[config.mk]
export PLATFORM = sky130hd
export DESIGN_NAME = pll_bw_mode_reg
export DESIGN_NICKNAME = d
export VERILOG_FILES = /design/src/rtl/pll_bw_mode_reg.sv
export SDC_FILE = /design/constraint.sdc
export NUM_CORES = 1
export LEC_CHECK = 0
export CAP_MARGIN = 20
export CORE_AREA = 2 2 39 41
export CTS_CLUSTER_SIZE = 28
export DETAILED_ROUTE_END_ITERATION = 6
export DIE_AREA = 0 0 41 43
export SKIP_CTS_REPAIR_TIMING = 1
export SLEW_MARGIN = 20
export SYNTH_ARGS = -nofsm -noshare
export SYNTH_HDL_FRONTEND = slang
export SYNTH_SLANG_ARGS = --single-unit
[constraint.sdc]
create_clock -name clk -period 1.53 [get_ports clk]
set_input_delay 0.153 -clock clk [delete_from_list [all_inputs] [get_ports clk]]
set_output_delay 0.153 -clock clk [all_outputs]
set_load 0.02 [all_outputs]
[src/rtl/pll_bw_mode_reg.sv]
module pll_bw_mode_reg #(
  parameter int          ADDR_W   = 8,
  parameter [ADDR_W-1:0] REG_ADDR = 8'h1C
) (
  input  logic              clk,
  input  logic              rst_n,
  input  logic [ADDR_W-1:0] bus_addr,
  input  logic              bus_wr,
  input  logic [7:0]        bus_wdata,
  output logic [7:0]        bus_rdata,
  input  logic              hw_lock,
  input  logic              hw_track,
  output logic              loop_track
);
  localparam int AUTO_BIT  = 7;
  localparam int LOCK_BIT  = 6;
  localparam int TRACK_BIT = 5;

  logic auto_q, shadow_q, auto_d, shadow_d;
  logic sel, wr_hit, mode_wr_ok;

  assign sel        = (bus_addr == REG_ADDR);
  assign wr_hit     = sel && bus_wr;
  assign mode_wr_ok = wr_hit && !bus_wdata[AUTO_BIT] && !auto_q;

  assign auto_d   = wr_hit ? bus_wdata[AUTO_BIT] : auto_q;
  assign shadow_d = mode_wr_ok ? bus_wdata[TRACK_BIT] : shadow_q;

  always_ff @(posedge clk) begin
    if (!rst_n) begin
      auto_q     <= 1'b0;
      shadow_q   <= 1'b0;
      loop_track <= 1'b0;
    end else begin
      auto_q     <= auto_d;
      shadow_q   <= shadow_d;
      loop_track <= auto_d ? hw_track : shadow_d;
    end
  end

  always_comb begin
    bus_rdata = 8'h00;
    if (sel) begin
      bus_rdata[AUTO_BIT]  = auto_q;
      bus_rdata[LOCK_BIT]  = auto_q & hw_lock;
      bus_rdata[TRACK_BIT] = auto_q ? hw_track : shadow_q;
    end
  end

  logic unused_wbits;
  assign unused_wbits = ^{bus_wdata[LOCK_BIT], bus_wdata[4:0]};
endmodule


# Word-level counts from Yosys, hierarchy flattened
# Index checks and enable logic that the tools add are counted.
[totals]
rom_bits = 0
ram_bits = 0
regBits = 3
memories = 0
latchBits = 0
word_cells = 15
output_inout_bits = 9
in_bits = 21
[classes]
eq_ne = 1
div_mod_pow = 0
shift = 0
n_bitwise = 1
add_sub_neg = 0
n_mul = 0
reduce_logical = 5
n_lt_le_gt_ge = 0
n_mux = 5
[op_table]
columns = ["op", "count"]
rows = [
  ["8-bit by 5-bit == test with 1-bit output (second input constant)", 1],
  ["1-bit two-way mux", 4],
  ["1-bit logical AND", 3],
  ["3-bit two-way mux", 1],
  ["1-bit logical NOT", 2],
  ["1-bit AND", 1],
]

# Longest topological paths before layout
# Gate-level depths: netlist of run 1.
[depth]
ltp_word = 6
mapped_depth = 4
ltp_nobuf = 4

# Least setup slack after synthesis of run 1
# OpenSTA, ideal clock, no wires.
[synth_timing]
path_kind = "input-to-output"
startpoint = "input bus_addr[7]"
endpoint = "output bus_rdata[6]"
arrival_time_ns = 1.188
path_slack_ns = 0.189
cell_stages = 4
n_path_buf = 0
t_required_ns = 1.377
path_cell_list = "nor4_4 -> nand2_1 -> nor2_1 -> and2_1"
[synth_between]
elab_chain_cells = 2
[synth_rtl]
columns = ["item", "line", "text"]
rows = [
  ["from (decl)", "7", "input logic [ADDR_W-1:0] bus_addr,"],
  ["8-bit by 5-bit == test with 1-bit output", "22", "assign sel = (bus_addr == REG_ADDR);"],
  ["3-bit two-way mux", "43", "if (sel) begin"],
  ["to (decl)", "10", "output logic [7:0] bus_rdata,"],
]
# No other way between the ends.

# Worst setup path after layout of run 1
[layout_timing]
startpoint = "input bus_addr[3]"
endpoint = "output bus_rdata[6]"
# The elaborated chain is that of the path after synthesis.

==> results.tsv, run 1 <==
stage	metric	value	unit
grt	grt_max_degree	4	
grt	track_usage	7.72	%
grt	grt_pass1_wl	828	um
power_and_ir_drop	p_per_area	570	mW/mm2
power_and_ir_drop	p_comb_share	21.3	%
layout	nFillCells	149	
power_and_ir_drop	switching_power	61.0	uW
route	avgViaCountPerCell	3.88	
layout	drive_above_1_share	21.6	%
power_and_ir_drop	seq_power_share	29.0	%
die	fp.dieW	41	um
layout	antenna_cells	0	
grt	overflow	0	
clocking	clk_latency	0.23	ns
clocking	cts.sinks	3	
clocking	cts.clk_slew.worst_paths	0.04	ns
hold_path	holdPathStages	2	
setup_path	path_max_fanout	2	
layout	fin_nets	73	
synth	syn-mean-instance-area	8.76	um2
setup_path	slowest_stage	clkdlybuf4s50_1	
layout	areaGrowthSynthToFinish	94.4	%
die	io_pins	30	
place	gp_congestion	0.601	
hold_path	worstHoldPathType	flop to flop	
clocking	clk_path_buf_depth	2	
synth	synth_warnings	0	
sta	finalCritPeriodShare	93.8	%
place	place_ws	-0.481	ns
setup_path	crit-reg2reg-launch	auto_q	
setup_path	max_stage_delay	0.45	ns
sta	fin_worst_skew	0.00237	ns
route	wl_per_cell	8.24	um
status	status	completed	
setup_path	worstSetupPathType	input pin to primary output	
layout	final_cell_area	477	um2
hold_path	hold_path_startpoint	shadow_q	
power_and_ir_drop	swShare	22.5	%
synth	synth_compound_area_share	14.8	%
die	coreArea	0.00138	mm2
die	fp-row-count	14	
synth	netlist_instances	28	
synth	synth_cell_types	15	
sta	clock.fmax	697	MHz
sta	period_needed	1.44	ns
grt	grt_pass1_vias	227	
clocking	cts-root-buf	clkbuf_4	
die	die_h	43	um
setup_path	cp.required	1.38	ns
power_and_ir_drop	irDropWorstVdd	0.580	mV
power_and_ir_drop	p_clk_share	49.7	%
setup_path	worst-r2r-cell-count	4	
sta	grt_setup_unrepaired	no	
power_and_ir_drop	p_leak	0.253	nW
synth	synth.area.mux_share	8.16	%
setup_path	critPathCaptureType	primary output	
place	dpl_cell_area	438	um2
setup_path	reg2reg_setup_slack	0.54	ns
run	maxCapViolations	0	
clocking	cts_buffers	3	
sta	setup_violations	0	
sta	worst_slack	0.0947	ns
layout	final_util	34.4	%
route	drt-total-wl	552	um
route	drt_iter0_markers	1	
grt	grt_antenna_before_repair	0	
route	first_pass_iters	2	
sta	slew_violations	0	
setup_path	critPathLaunchType	input pin	
route	ant_nets	0	
synth	synth_xor_area_share	0	%
clocking	htree_levels	1	
sta	final_hold_viol_count	0	
setup_path	path_cells	clkdlybuf4s50_1, and4b_1, nand2_1, nor2_2, and2_1, buf_4	
synth	synth_top_family_by_area	simple AND/OR/NAND/NOR gates	
clocking	tritoncts	built	
power_and_ir_drop	internal_power	211	uW
place	port_buffers	18	
synth	netlist_area	245	um2
route	drc	0	
setup_path	rr_endpoint	loop_track	
synth	ys_seq_elements	3	
route	vias	260	
setup_path	arrival	1.28	ns
synth	ys_seq_area_share	24.5	%
sta	timing.hold.ws	0.537	ns
die	start_util	17.7	%
die	dieArea	0.00176	mm2
synth	synth_fa_ha_area_share	0	%
hold_path	hold_end	shadow_q	
synth	yosys.area_share.simple	32.7	%
==> cells by family after synthesis <==
group / after synthesis
DFF: 3
buffers and inverters: 7
AOI/OAI and AO/OA: 3
muxes: 2
and+or+nand+nor: 12
other: 1
==> worst max path at each step <==
stage	slack [ns]	startpoint	depth (start not counted)	end
2_1_floorplan	0.19	bus_addr[7]	4	bus_rdata[6]
3_3_place_gp	-0.45	bus_addr[7]	6	bus_rdata[6]
3_5_place_dp	-0.48	bus_addr[7]	6	bus_rdata[6]
4_1_cts	-0.49	bus_addr[7]	6	bus_rdata[6]
5_1_grt	0.009	bus_addr[2]	6	bus_rdata[6]
6_report	0.09	bus_addr[3]	6	bus_rdata[6]
==> Yosys cell counts <==
| library cell | instances | area (um2) |
|---|---|---|
| and4b_1 | 1 | 10.0 |
| nor4_4 | 1 | 21.3 |
| conb_1 | 1 | 3.75 |
| o41ai_2 | 1 | 16.3 |
| and2_1 | 1 | 6.26 |
| nand2_1 | 1 | 3.75 |
| buf_4 | 5 | 37.5 |
| nand4_1 | 1 | 6.26 |
| nor2_1 | 6 | 22.5 |
| and4_2 | 1 | 10.0 |
| a31oi_2 | 1 | 12.5 |
| dfxtp_1 | 3 | 60.1 |
| o211ai_1 | 1 | 7.51 |
| inv_1 | 2 | 7.51 |
| mux2i_1 | 2 | 20.0 |
==> cell type report <==
| class | count | area, um2 | share of cell area (%) |
|---|---|---|---|
| multi-input cells | 22 | 158 | 33.1 |
| repair buffers | 20 | 205 | 43.0 |
| inverters | 2 | 7.51 | 1.57 |
| flip-flops and latches | 3 | 60.1 | 12.6 |
| clock buffers | 4 | 26.3 | 5.51 |
| well taps | 16 | 20.0 | 4.20 |
==> metal layers <==
| metal | GRT usage (%) | part of all wire [%] | up-vias |
|---|---|---|---|
| li1 | - | - | 134 |
| met2 | 9.69 | 43 | 13 |
| met4 | 4.00 | 0 | 0 |
| met1 | 8.01 | 42 | 113 |
| met5 | 0 | 0 | - |
| met3 | 7.85 | 14 | 0 |
==> state kept, by name, indices dropped and copies added, names as in the netlist <==
register	count
auto_q	1
shadow_q	1
loop_track	1
==> critical path, delay by kind of cell <==
kind / cells / cell delay (ns)
and+or+nand+nor: 4 / 0.55
buffers and inverters: 2 / 0.58
==> layout by cell type (no fill, tap or decap) <==
cell / n
a31oi_2: 1
and2_1: 1
and4_2: 1
and4b_1: 1
buf_4: 3
clkbuf_1: 1
clkbuf_4: 3
clkdlybuf4s50_1: 12
conb_1: 5
dfxtp_1: 3
dlymetal6s2s_1: 5
inv_1: 2
mux2i_1: 2
nand2_1: 1
nand4_1: 1
nor2_1: 5
nor2_2: 1
nor4_4: 1
o211ai_1: 1
o41ai_2: 1
==> power groups by stage <==
stage | combinational (mW) | sequential (mW) | clock [mW]
2_1_floorplan | 0.0261 | 0.0800 | 0
4_1_cts | 0.0591 | 0.0787 | 0.143
3_5_place_dp | 0.0589 | 0.0800 | 0
5_1_grt | 0.0627 | 0.0787 | 0.155
3_3_place_gp | 0.0586 | 0.0800 | 0
6_report | 0.0580 | 0.0788 | 0.135
==> through the flow <==
| step | TNS [ns] | power [mW] | std cells |
|---|---|---|---|
| 2_1_floorplan | 0 | 0.106 | 32 |
| 3_3_place_gp | -1.26 | 0.139 | 63 |
| 3_5_place_dp | -1.35 | 0.139 | 63 |
| 4_1_cts | -1.23 | 0.281 | 67 |
| 5_1_grt | 0 | 0.297 | 67 |
| 6_report | 0 | 0.272 | 67 |
Power figures use the tool's default switching activity.
==> inputs of run 2 (changes only) <==
Settings changed: CTS_BUF_LIST set to sky130_fd_sc_hd__clkbuf_4 sky130_fd_sc_hd__clkbuf_8 sky130_fd_sc_hd__clkbuf_16.
==> run 2 against run 1 <==
  * Critical path depth is the same
  * Sequential share of layout area shrank 0.098 points
  * Count of clock-buffer cells in the layout is the same
  * Critical endpoint unchanged
==> results.tsv, run 2 (synthesis gave the netlist of run 1 again) <==
stage	metric	value	unit	change
status	status	completed		unchanged
die	fp.dieW	41	um	unchanged
sta	final_hold_viol_count	0		unchanged
sta	clock.fmax	697	MHz	unchanged
place	dp.cells	63		unchanged
layout	areaGrowthSynthToFinish	95.9	%	was 94.4%
clocking	clk_latency	0.23	ns	about the same
power_and_ir_drop	p_leak	0.257	nW	was 0.253 nW
hold_path	holdPathStages	2		unchanged
setup_path	path_max_fanout	2		unchanged
power_and_ir_drop	p_per_area	604	mW/mm2	was 570 mW/mm2
hold_path	worstHoldPathType	flop to flop		unchanged
route	vias	263		was 260
setup_path	reg2reg_setup_slack	0.54	ns	about the same
route	avgViaCountPerCell	3.93		was 3.88
grt	grt_antenna_before_repair	0		unchanged
die	coreArea	0.00138	mm2	unchanged
grt	grt_pass1_wl	828	um	unchanged
layout	final_common_cell	clkdlybuf4s50_1		unchanged
route	drt-total-wl	554	um	was 552 um
setup_path	critPathCaptureType	primary output		unchanged
die	io_pins	30		unchanged
clocking	cts.clk_slew.worst_paths	0.04	ns	about the same
sta	finalCritPeriodShare	93.8	%	unchanged
clocking	cts-root-buf	clkbuf_4		unchanged
layout	drive_above_1_share	23.5	%	was 21.6%
die	fp-row-count	14		unchanged
sta	grt_setup_unrepaired	no		unchanged
hold_path	hold_path_startpoint	shadow_q		unchanged
grt	grt_max_degree	4		unchanged
sta	period_needed	1.44	ns	unchanged
power_and_ir_drop	irDropWorstVdd	0.555	mV	was 0.580 mV
place	port_buffers	18		unchanged
place	gp_congestion	0.601		unchanged
clocking	clk_path_buf_depth	2		unchanged
route	drt_iter0_markers	1		unchanged
setup_path	cp.required	1.38	ns	about the same
die	start_util	17.7	%	unchanged
die	dieArea	0.00176	mm2	unchanged
layout	largest_registers	auto_q: 1 flops, loop_track: 1 flops, shadow_q: 1 flops		unchanged
setup_path	critPathLaunchType	input pin		unchanged
clocking	cts.sinks	3		unchanged
sta	setup_violations	0		unchanged
clocking	tritoncts	built		unchanged
setup_path	arrival	1.28	ns	about the same
setup_path	worst-r2r-cell-count	4		unchanged
grt	track_usage	7.72	%	unchanged
setup_path	rr_endpoint	loop_track		unchanged
route	drc	0		unchanged
grt	grt_pass1_vias	227		unchanged
route	ant_nets	0		unchanged
hold_path	hold_end	shadow_q		unchanged
layout	fin_nets	73		unchanged
route	wl_per_cell	8.27	um	was 8.24 um
die	die_h	43	um	unchanged
layout	final_util	34.7	%	was 34.4%
clocking	htree_levels	1		unchanged
layout	final_cell_mix	clkdlybuf4s50_1 (12), nor2_1 (5), conb_1 (5), dlymetal6s2s_1 (5), clkbuf_4 (4)		was clkdlybuf4s50_1 (12), nor2_1 (5), conb_1 (5), dlymetal6s2s_1 (5)
setup_path	worstSetupPathType	input pin to primary output		unchanged
route	first_pass_iters	2		unchanged
clocking	cts_buffers	3		unchanged
sta	slew_violations	0		unchanged
setup_path	crit-reg2reg-launch	auto_q		unchanged
layout	antenna_cells	0		unchanged
sta	fin_worst_skew	0.00198	ns	was 0.00237 ns
grt	overflow	0		unchanged
run	maxCapViolations	0		unchanged
layout	final_cells	67		unchanged
## run 2: cell counts in the layout (fill, tap and decap cells not counted)
No cell type changed its count.
## run 2: how the worst max path moves through the flow
stage / slack [ns] / start / end / cells past startpoint
2_1_floorplan: 0.19 / bus_addr[7] / bus_rdata[6] / 4
5_1_grt: 0.009 / bus_addr[2] / bus_rdata[6] / 6
3_5_place_dp: -0.48 / bus_addr[7] / bus_rdata[6] / 6
6_report: 0.09 / bus_addr[3] / bus_rdata[6] / 6
3_3_place_gp: -0.45 / bus_addr[7] / bus_rdata[6] / 6
4_1_cts: -0.49 / bus_addr[7] / bus_rdata[6] / 6
## run 2: metal layers
metal,GRT usage (%),share of wire [%],wire (um),vias to the layer above
met3,7.85,14,78,0
met5,0,0,0,-
met1,8.01,42,234,116
li1,-,-,-,134
met2,9.69,44,241,13
met4,4.00,0,0,0
## run 2: cell type report
class,count,area [um2]
fill,149,903
timing repair buffer,20,205
multi-input combinational,22,158
sequential,3,60.1
clock buffer,4,30.0
tap,16,20.0
inverter,2,7.51
## run 2: power by group
part | total [mW] | switching (mW) | internal, mW
clock network | 0.153 | 0.0382 | 0.115
logic | 0.0580 | 0.0236 | 0.0344
registers | 0.0788 | 0.0000462 | 0.0787
## run 2: per-stage QoR
stage / total power [mW] / setup TNS (ns) / hold WS (ns) / cell area, um2 / setup WS [ns]
2_1_floorplan: 0.106 / 0 / 0.309 / 260 / 0.189
3_5_place_dp: 0.139 / -1.35 / 0.532 / 438 / -0.481
6_report: 0.290 / 0 / 0.537 / 480 / 0.0947
5_1_grt: 0.314 / 0 / 0.576 / 480 / 0.00876
4_1_cts: 0.300 / -1.23 / 0.541 / 468 / -0.485
3_3_place_gp: 0.139 / -1.26 / 0.540 / 438 / -0.449
## run 2: worst max-delay path, stage by stage
cell,delay [ns]
clkdlybuf4s50_1,0.45
and4b_1,0.22
nand2_1,0.09
nor2_2,0.12
and2_1,0.12
buf_4,0.13
==> inputs of run 3 (changes only) <==
Settings changed: PLACE_DENSITY_LB_ADDON set to 0.08, TNS_END_PERCENT set to 5.
==> run 3 against run 2 <==
  * Clock power is 5% higher
  * Total power is 3.4% higher
  * Final cell count is 1.5% higher
  * Via count is 6.1% higher
  * Critical path type unchanged
  * Critical endpoint unchanged
  * Highest routed layer is now met4
==> results.tsv, run 3 (synthesis gave the netlist of run 1 again) <==
stage	metric	value	unit	change
status	status	completed		unchanged
power_and_ir_drop	p_leak	0.266	nW	was 0.257 nW
sta	setup_violations	0		unchanged
setup_path	crit-reg2reg-launch	auto_q		unchanged
layout	antenna_cells	0		unchanged
sta	finalCritPeriodShare	94.4	%	was 93.8%
sta	tns	0	ns	unchanged
die	start_util	17.7	%	unchanged
setup_path	path_max_fanout	2		unchanged
sta	period_needed	1.44	ns	about the same
clocking	cts_buffers	3		unchanged
layout	fin_nets	74		was 73
place	gp_congestion	0.689		was 0.601
layout	final_cell_area	498	um2	was 480 um2
sta	fin_worst_skew	0.00120	ns	was 0.00198 ns
sta	final_hold_viol_count	0		unchanged
layout	final_cells	68		was 67
grt	track_usage	9.70	%	was 7.72%
clocking	cts-root-buf	clkbuf_4		unchanged
setup_path	crit_start	bus_addr[3]		unchanged
grt	grt_pass1_wl	1120	um	was 828 um
layout	final_common_cell	clkdlybuf4s50_1		unchanged
grt	grt_max_degree	4		unchanged
run	maxCapViolations	0		unchanged
setup_path	cp.required	1.38	ns	about the same
setup_path	worstSetupPathType	input pin to primary output		unchanged
sta	slew_violations	0		unchanged
route	drt_iter0_markers	0		was 1
die	fp-row-count	14		unchanged
place	hpwlAfterDp	569	um	
grt	grt_antenna_before_repair	0		unchanged
clocking	tritoncts	built		unchanged
layout	final_util	36.0	%	was 34.7%
place	dp.cells	63		unchanged
grt	overflow	0		unchanged
sta	timing.hold.ws	0.552	ns	was 0.537 ns
route	vias	279		was 263
clocking	htree_levels	1		unchanged
die	die_h	43	um	unchanged
power_and_ir_drop	p_per_area	603	mW/mm2	was 604 mW/mm2
layout	largest_registers	auto_q: 1 flops, loop_track: 1 flops, shadow_q: 1 flops		unchanged
clocking	cts.sinks	3		unchanged
die	coreArea	0.00138	mm2	unchanged
layout	areaGrowthSynthToFinish	103	%	was 95.9%
place	dpl_cell_area	438	um2	unchanged
clocking	cts.clk_slew.worst_paths	0.04	ns	about the same
route	ant_nets	0		unchanged
route	drt-total-wl	688	um	was 554 um
setup_path	arrival	1.29	ns	was 1.28 ns
die	dieArea	0.00176	mm2	unchanged
die	io_pins	30		unchanged
route	first_pass_iters	1		was 2
hold_path	hold_path_startpoint	rst_n		was shadow_q
grt	use_met2	15.9	%	was 9.69%
grt	grtUsageMet1	9.84	%	was 8.01%
route	wl_per_cell	10.1	um	was 8.27 um
route	avgViaCountPerCell	4.10		was 3.93
hold_path	worstHoldPathType	input pin to flop		was flop to flop
clocking	clk_latency	0.24	ns	was 0.23 ns
sta	grt_setup_unrepaired	no		unchanged
setup_path	critPathCaptureType	primary output		unchanged
place	port_buffers	18		unchanged
place	place_ws	-0.486	ns	was -0.481 ns
route	drc	0		unchanged
grt	top_usage_layer	met2		unchanged
grt	grt.met3_usage	1.57	%	was 7.85%
power_and_ir_drop	irDropWorstVdd	0.143	mV	was 0.555 mV
sta	worst_slack	0.0863	ns	was 0.0947 ns
die	fp.dieW	41	um	unchanged
layout	final_cell_mix	clkdlybuf4s50_1 (12), nor2_1 (5), conb_1 (5), dlymetal6s2s_1 (5), clkbuf_4 (4)		unchanged
clocking	clk_path_buf_depth	2		unchanged
power_and_ir_drop	p_total	300	uW	was 290 uW
grt	grt_pass1_vias	289		was 227
layout	drive_above_1_share	28.8	%	was 23.5%
sta	clock.fmax	693	MHz	was 697 MHz
setup_path	critPathLaunchType	input pin		unchanged
## run 3: routing by layer
layer	routed length (um)	share of wire (%)
met5	0	0
met1	237	34
met2	408	59
met4	8	1.2
met3	33	4.8
## run 3: path summary, 6_finish.rpt
| kind | end | slack (ns) | depth (start not counted) |
|---|---|---|---|
| worst max-delay path | bus_rdata[6] | 0.09 | 6 |
| worst min-delay path | auto_q | 0.55 | 3 |
| worst max register to register | loop_track | 0.49 | 4 |
| worst min register to register | shadow_q | 0.57 | 2 |
## run 3: area by class of cell
cell class / count / area (um2)
clock buffers: 4 / 30.0
inverters: 2 / 7.51
fillers: 161 / 886
repair buffers: 21 / 216
well taps: 16 / 20.0
multi-input cells: 22 / 164
flip-flops and latches: 3 / 60.1
## run 3: power breakdown
part           total (mW)  internal [mW]  switching [mW]
Clock               0.161          0.116          0.0452
Sequential         0.0787         0.0787       0.0000532
Combinational      0.0605         0.0353          0.0251
Total               0.300          0.230          0.0704
## run 3: worst max-delay path, cell delays in order
cell	delay, ns
clkdlybuf4s50_1	0.45
and4b_1	0.23
nand2_2	0.07
nor2_2	0.13
and2_4	0.15
buf_6	0.11
